==> config.mk <==
export PLATFORM = sky130hd
export DESIGN_NAME = cfgtrap_top
export DESIGN_NICKNAME = d
export VERILOG_FILES = /design/src/rtl/cfgtrap_pkg.sv /design/src/rtl/cfgtrap_seq.sv /design/src/rtl/cfgtrap_bank.sv /design/src/rtl/cfgtrap_readback.sv /design/src/rtl/cfgtrap_top.sv
export SDC_FILE = /design/constraint.sdc
export NUM_CORES = 1
export LEC_CHECK = 0
export ABC_AREA = 1
export BUFFER_PORTS_ARGS = -buffer_cell sky130_fd_sc_hd__buf_4
export CORE_UTILIZATION = 25
export CTS_BUF_LIST = sky130_fd_sc_hd__clkbuf_4 sky130_fd_sc_hd__clkbuf_8
export DETAILED_ROUTE_END_ITERATION = 10
export PLACE_DENSITY = 0.48
export SYNTH_ARGS = -nofsm -noshare
export SYNTH_HDL_FRONTEND = slang
export SYNTH_SLANG_ARGS = --single-unit
==> constraint.sdc <==
create_clock -name clk -period 1.4 [get_ports clk]
set_input_delay 0.28 -clock clk [delete_from_list [all_inputs] [get_ports clk]]
set_output_delay 0.28 -clock clk [all_outputs]
set_load 0.02 [all_outputs]
==> src/rtl/cfgtrap_pkg.sv <==
package cfgtrap_pkg;

    localparam int unsigned ADDR_W = 3;
    localparam int unsigned BYTE_W = 8;
    localparam int unsigned DATA_W = 16;

    // window offsets and bank indices whose meaning the logic depends on
    localparam logic [ADDR_W-1:0] OFS_ERROR = 3'd1;
    localparam logic [ADDR_W-1:0] OFS_GATE  = 3'd2;
    localparam logic [ADDR_W-1:0] IDX_RDTIM = 3'd0;
    localparam logic [ADDR_W-1:0] IDX_WRTIM = 3'd1;
    localparam logic [ADDR_W-1:0] IDX_CTRL  = 3'd3;
    localparam logic [ADDR_W-1:0] IDX_PROBE = 3'd5;
    localparam logic [ADDR_W-1:0] IDX_MISC  = 3'd6;

    localparam logic [BYTE_W-1:0] KEY_OPEN  = 8'h03;
    localparam logic [BYTE_W-1:0] KEY_CLOSE = 8'h83;
    localparam logic [BYTE_W-1:0] KEY_OVR   = 8'h85;
    localparam logic [BYTE_W-1:0] KEY_PROBE = 8'hFF;

    typedef enum logic [1:0] {
        SEQ_IDLE = 2'd0,
        SEQ_ONE  = 2'd1,
        SEQ_TWO  = 2'd2,
        SEQ_OPEN = 2'd3
    } seq_state_e;

    typedef struct packed {
        logic              valid;
        logic              write;
        logic              wide;
        logic [ADDR_W-1:0] addr;
        logic [BYTE_W-1:0] wdata;
    } bus_acc_t;

    typedef struct packed {
        logic       is_sel;
        logic [3:0] sel;
        logic       is_setup;
        logic [1:0] setup;
    } misc_dec_t;

    function automatic logic hit_byte_write(bus_acc_t a, logic [ADDR_W-1:0] ofs,
                                            logic [BYTE_W-1:0] val);
        return a.valid && a.write && !a.wide && (a.addr == ofs) && (a.wdata == val);
    endfunction

    function automatic logic hit_wide_read(bus_acc_t a, logic [ADDR_W-1:0] ofs);
        return a.valid && !a.write && a.wide && (a.addr == ofs);
    endfunction

    function automatic misc_dec_t decode_misc(logic [BYTE_W-1:0] val);
        misc_dec_t m;
        m.is_sel   = (val[7:4] == 4'd0);
        m.sel      = val[3:0];
        m.is_setup = (val[7:4] != 4'd0);
        m.setup    = val[5:4];
        return m;
    endfunction

endpackage

==> src/rtl/cfgtrap_seq.sv <==
module cfgtrap_seq
    import cfgtrap_pkg::*;
(
    input  logic     clk,
    input  logic     rst,
    input  bus_acc_t acc,
    output logic     unlocked
);

    seq_state_e state_q, state_d;

    always_comb begin
        state_d = state_q;
        case (state_q)
            SEQ_IDLE: begin
                if (hit_wide_read(acc, OFS_ERROR)) state_d = SEQ_ONE;
            end
            SEQ_ONE: begin
                if (acc.valid)
                    state_d = hit_wide_read(acc, OFS_ERROR) ? SEQ_TWO : SEQ_IDLE;
            end
            SEQ_TWO: begin
                if (acc.valid) begin
                    if (hit_wide_read(acc, OFS_ERROR))
                        state_d = SEQ_TWO;
                    else if (hit_byte_write(acc, OFS_GATE, KEY_OPEN))
                        state_d = SEQ_OPEN;
                    else
                        state_d = SEQ_IDLE;
                end
            end
            SEQ_OPEN: begin
                if (hit_byte_write(acc, OFS_GATE, KEY_CLOSE)) state_d = SEQ_IDLE;
            end
            default: state_d = SEQ_IDLE;
        endcase
    end

    always_ff @(posedge clk) begin
        if (rst) state_q <= SEQ_IDLE;
        else     state_q <= state_d;
    end

    assign unlocked = (state_q == SEQ_OPEN);

endmodule

==> src/rtl/cfgtrap_bank.sv <==
module cfgtrap_bank
    import cfgtrap_pkg::*;
#(
    parameter int unsigned        NUM_DRIVES   = 2,
    parameter logic [BYTE_W-1:0]  RESET_TIMING = 8'h6B,
    parameter logic [1:0]         RESET_SETUP  = 2'd3
) (
    input  logic                         clk,
    input  logic                         rst,
    input  logic                         wr_en,
    input  logic [ADDR_W-1:0]            wr_idx,
    input  logic [BYTE_W-1:0]            wr_val,
    output logic [NUM_DRIVES*BYTE_W-1:0] read_timing,
    output logic [NUM_DRIVES*BYTE_W-1:0] write_timing,
    output logic [1:0]                   addr_setup,
    output logic                         override
);

    localparam int unsigned SEL_W = (NUM_DRIVES > 1) ? $clog2(NUM_DRIVES) : 1;

    logic [SEL_W-1:0] sel_q;
    logic [1:0]       setup_q;
    logic             ovr_q;
    misc_dec_t        misc;
    logic             sel_ok;

    assign misc   = decode_misc(wr_val);
    assign sel_ok = misc.is_sel && ({28'd0, misc.sel} < NUM_DRIVES);

    always_ff @(posedge clk) begin
        if (rst) begin
            sel_q   <= '0;
            setup_q <= RESET_SETUP;
            ovr_q   <= 1'b0;
        end else if (wr_en) begin
            if (wr_idx == IDX_MISC) begin
                if (sel_ok)        sel_q   <= misc.sel[SEL_W-1:0];
                if (misc.is_setup) setup_q <= misc.setup;
            end
            if (wr_idx == IDX_CTRL) ovr_q <= (wr_val == KEY_OVR);
        end
    end

    for (genvar d = 0; d < NUM_DRIVES; d++) begin : g_drive
        logic [BYTE_W-1:0] rd_q;
        logic [BYTE_W-1:0] wr_q;
        logic              mine;

        assign mine = wr_en && (sel_q == SEL_W'(d));

        always_ff @(posedge clk) begin
            if (rst) begin
                rd_q <= RESET_TIMING;
                wr_q <= RESET_TIMING;
            end else if (mine) begin
                if (wr_idx == IDX_RDTIM) rd_q <= wr_val;
                if (wr_idx == IDX_WRTIM) wr_q <= wr_val;
            end
        end

        assign read_timing[d*BYTE_W +: BYTE_W]  = rd_q;
        assign write_timing[d*BYTE_W +: BYTE_W] = wr_q;
    end

    assign addr_setup = setup_q;
    assign override   = ovr_q;

endmodule

==> src/rtl/cfgtrap_readback.sv <==
module cfgtrap_readback
    import cfgtrap_pkg::*;
(
    input  logic              clk,
    input  logic              rst,
    input  bus_acc_t          acc,
    input  logic [DATA_W-1:0] tf_rdata,
    input  logic              clk_strap,
    output logic [DATA_W-1:0] rd_data
);

    logic              armed_q;
    logic [DATA_W-1:0] rd_q;
    logic              probe_hit;

    assign probe_hit = armed_q && hit_wide_read(acc, IDX_PROBE);

    always_ff @(posedge clk) begin
        if (rst) begin
            armed_q <= 1'b0;
            rd_q    <= '0;
        end else if (acc.valid) begin
            armed_q <= hit_byte_write(acc, IDX_PROBE, KEY_PROBE);
            if (!acc.write)
                rd_q <= probe_hit ? {{(DATA_W-1){1'b0}}, clk_strap} : tf_rdata;
        end
    end

    assign rd_data = rd_q;

endmodule

==> src/rtl/cfgtrap_top.sv <==
module cfgtrap_top
    import cfgtrap_pkg::*;
#(
    parameter int unsigned       NUM_DRIVES   = 2,
    parameter logic [BYTE_W-1:0] RESET_TIMING = 8'h6B,
    parameter logic [1:0]        RESET_SETUP  = 2'd3
) (
    input  logic                         clk,
    input  logic                         rst,
    input  logic                         bus_valid,
    input  logic                         bus_write,
    input  logic                         bus_wide,
    input  logic [ADDR_W-1:0]            bus_addr,
    input  logic [BYTE_W-1:0]            bus_wdata,
    input  logic [DATA_W-1:0]            tf_rdata,
    input  logic                         clk_strap,
    output logic [DATA_W-1:0]            rd_data,
    output logic                         cfg_unlocked,
    output logic [NUM_DRIVES*BYTE_W-1:0] read_timing,
    output logic [NUM_DRIVES*BYTE_W-1:0] write_timing,
    output logic [1:0]                   addr_setup,
    output logic                         strap_override
);

    bus_acc_t acc;
    logic     bank_we;

    assign acc.valid = bus_valid;
    assign acc.write = bus_write;
    assign acc.wide  = bus_wide;
    assign acc.addr  = bus_addr;
    assign acc.wdata = bus_wdata;

    cfgtrap_seq u_seq (
        .clk      (clk),
        .rst      (rst),
        .acc      (acc),
        .unlocked (cfg_unlocked)
    );

    assign bank_we = cfg_unlocked && bus_valid && bus_write && !bus_wide;

    cfgtrap_bank #(
        .NUM_DRIVES   (NUM_DRIVES),
        .RESET_TIMING (RESET_TIMING),
        .RESET_SETUP  (RESET_SETUP)
    ) u_bank (
        .clk          (clk),
        .rst          (rst),
        .wr_en        (bank_we),
        .wr_idx       (bus_addr),
        .wr_val       (bus_wdata),
        .read_timing  (read_timing),
        .write_timing (write_timing),
        .addr_setup   (addr_setup),
        .override     (strap_override)
    );

    cfgtrap_readback u_rb (
        .clk       (clk),
        .rst       (rst),
        .acc       (acc),
        .tf_rdata  (tf_rdata),
        .clk_strap (clk_strap),
        .rd_data   (rd_data)
    );

endmodule

==> flow_summary_export.csv <==
group,metric,value,unit
status,run_status,"complete, but fails checks",
status,violations,"design-rule violations",
floorplanning,coreArea,8810,um2
critical_path,r2r_slack,120,ps
placed_design,routabilityCongestion,0.706,
yosys,synth-warning-count,0,
global_routing,grt_pass1_vias,2013,
floorplanning,io_pins,85,
yosys,syn_area_per_cell,8.16,um2
critical_path,r2r_start,"u_seq.state_q[1]$_SDFFE_PP0P_",
critical_path,rr_endpoint,"u_seq.state_q[0]$_SDFFE_PP0P_",
finish,multi_input_area,1060,um2
pwr,ir_drop,0.455,mV
route,ant_nets,0,
sta,holdWs,160,ps
placed_design,pre_cts_slack,-36.7,ps
clock_network,cts.root.buffer_cell,"clkbuf_8",
sta,rsz0062_at_grt,"false",
clock_network,clk_path_buf_depth,2,
critical_path,cp-start-kind,"flip-flop",
sta,min_period,1330,ps
pwr,p_leak,0.00166,uW
yosys,netlist_instances,281,
finish,antenna_cells,0,
global_routing,overflow,0,
yosys,syn_nets,314,
sta,period_share,95.2,%
job,maxCapViolations,0,
finish,area_growth_syn_to_layout,41.4,%
sta,drv_slew,0,
pwr,p_seq_share,52.5,%
placed_design,dp_hpwl,4.50,mm
sta,fmax,751,MHz
critical_path,reg2regPathDepth,8,
critical_path,cp-end-kind,"output pin",
clock_network,cts_htree_levels,2,
critical_path,crit_end,"cfg_unlocked",
finish,drive_gt1_share,34.1,%
sta,max_slew_margin,72.7,%
finish,final_cell_mix,"buf_4, nand2_1, dfxtp_1",
route,drc_errors,6,
yosys,seq_area_frac_synth,48.0,%
global_routing,antenna_found_initial,0,
route,post_drt_wl_per_cell,12.7,um
sta,layout_setup_ws,67.8,ps
pwr,power_density,952,nW/um2
route,firstDrtPassIters,7,
finish,fillers,933,
pwr,intPower,2320,uW
floorplanning,initial_core_util,26.0,%
route,drt_iter0_markers,47,
sta,hold_violations,0,
floorplanning,dieWidth,97.8,um
clock_network,cts_tree,"yes",
finish,seq_area,1100,um2
critical_path,crit_fanout,3,
floorplanning,die_area,9560,um2
global_routing,grt_pass1_wl,10.2,mm
yosys,synth_ff_type,"dfxtp_1",
global_routing,grt_util_all_layers,13.3,%
clock_network,clock_latency,310,ps
critical_path,cp.arrival,1050,ps
floorplanning,die_h,97.8,um
sta,tightest_slew,406,ps
global_routing,grt_max_degree,53,
sta,skew,12.1,ps
pwr,p_comb_share,11.9,%
clock_network,clkTransAtPathRegs,90,ps
yosys,synth_edf_count,0,
floorplanning,rows,34,
pwr,pwr-share-clk,35.6,%
yosys,ys_ff_latch,55,
finish,fin_nets,404,
critical_path,cp.required,1120,ps
finish,layout_commonest_cell,"buf_4",
placed_design,portBuffers,84,
route,viasPerCell,4.41,
yosys,synth_cell_types,24,
clock_network,cts_made_buffers,5,
clock_network,ctsHoldBuffers,0,
yosys,syn_area,2290,um2
pwr,net-switching-power,763,uW
yosys,async_flop_share,0,%
pwr,sw_frac_of_total,24.7,%
sta,setup_violations,0,
route,routed_wl,6.10,mm
clock_network,cts_sinks,55,
critical_path,critPathLaunch,"u_seq.state_q[0]$_SDFFE_PP0P_",
hold_path,hold_class,"primary input to flip-flop",
route,vias,2116,
critical_path,critPathKind,"flip-flop to output pin",
## cell families after synthesis
logic type,after synthesis,share of synthesized area (%)
AND/OR/NAND/NOR,110,25.4
AO/OA/AOI/OAI,80,20.2
flip-flops,55,48.0
buffers and inverters,36,6.44
## cell usage after synthesis, types with 2 or more instances
library cell,count,area [um2]
o211ai_2,4,50.1
inv_1,22,82.6
nand4_1,3,18.8
a21oi_1,32,160
buf_2,2,10.0
o211ai_1,13,97.6
nor2_8,5,100
nand3_4,2,35.0
nand2_1,60,225
nor2_1,21,78.8
o21ai_1,14,70.1
dfxtp_1,55,1100
o21ai_0,17,85.1
clkbuf_1,7,26.3
nand3_1,10,50.1
inv_4,4,25.0
nand2_4,2,22.5
nor3_2,2,20.0
## registers in the layout, summed over array words and instances (netlist names)
| signal | flops |
|---|---|
| u_bank.addr_setup | 2 |
| u_bank.g_drive.rd_q | 16 |
| u_bank.g_drive.wr_q | 16 |
| u_bank.override | 1 |
| u_bank.sel_q | 1 |
| u_rb.armed_q | 1 |
| u_rb.rd_data | 16 |
| u_seq.state_q | 2 |
## power by group through the flow
stage / clock (uW) / combinational (uW) / sequential [uW]
floorplan: 0 / 136 / 1690
global placement: 0 / 367 / 1650
detailed placement: 0 / 366 / 1650
CTS: 1140 / 367 / 1620
global route: 1220 / 406 / 1630
finish: 1100 / 367 / 1620
## worst max-delay path: stages (launching register included)
cell     delay (ps)
dfxtp_2         360
nand2_4          80
buf_4           150
inv_2            60
buf_6           110
## worst min-delay path by stage
stage	cells past startpoint	endpoint	slack, ps	from
after floorplan	1	u_seq.state_q[1]$_SDFFE_PP0P_	350	rst
after global placement	2	u_bank.g_drive[0].rd_q[6]$_SDFFE_PP1P_	450	u_bank.g_drive[0].rd_q[6]$_SDFFE_PP1P_
after detailed placement	2	u_bank.override$_SDFFE_PP0P_	450	u_bank.override$_SDFFE_PP0P_
after CTS	2	u_seq.state_q[1]$_SDFFE_PP0P_	150	rst
after global routing	2	u_seq.state_q[1]$_SDFFE_PP0P_	160	rst
final	2	u_seq.state_q[1]$_SDFFE_PP0P_	160	rst
## routing by layer
layer	up-vias	part of all wire (%)	GRT usage, %
met4	0	0.75	2.45
met2	55	45	20.2
met3	5	5.9	3.87
li1	1119	-	-
met1	937	49	18.8
met5	-	0	0
## repair_timing
item,CTS,global route
resized for setup,5,3
endpoints found under the setup margin,1,3
buffers inserted,1,0
pin swaps,1,3
## stage by stage
| step | area [um2] | setup TNS, ps | instances | utilization [%] | power [uW] |
|---|---|---|---|---|---|
| final | 3240 | 0 | 480 | 36.8 | 3090 |
| after global routing | 3240 | 0 | 480 | 36.8 | 3250 |
| after CTS | 3240 | 0 | 480 | 36.8 | 3130 |
| after detailed placement | 3100 | -197 | 471 | 35.2 | 2020 |
| after global placement | 3100 | -187 | 471 | 35.2 | 2020 |
| after floorplan | 2290 | 0 | 281 | - | 1830 |
## final cells by class
type | count | area share [%]
multi-input combinational | 190 | 32.6
sequential | 55 | 34.0
clock inverter | 2 | 1.20
timing repair buffer | 92 | 22.2
tap | 108 | 4.17
inverter | 27 | 3.43
clock buffer | 6 | 2.35
Power figures use the tool's default switching activity.
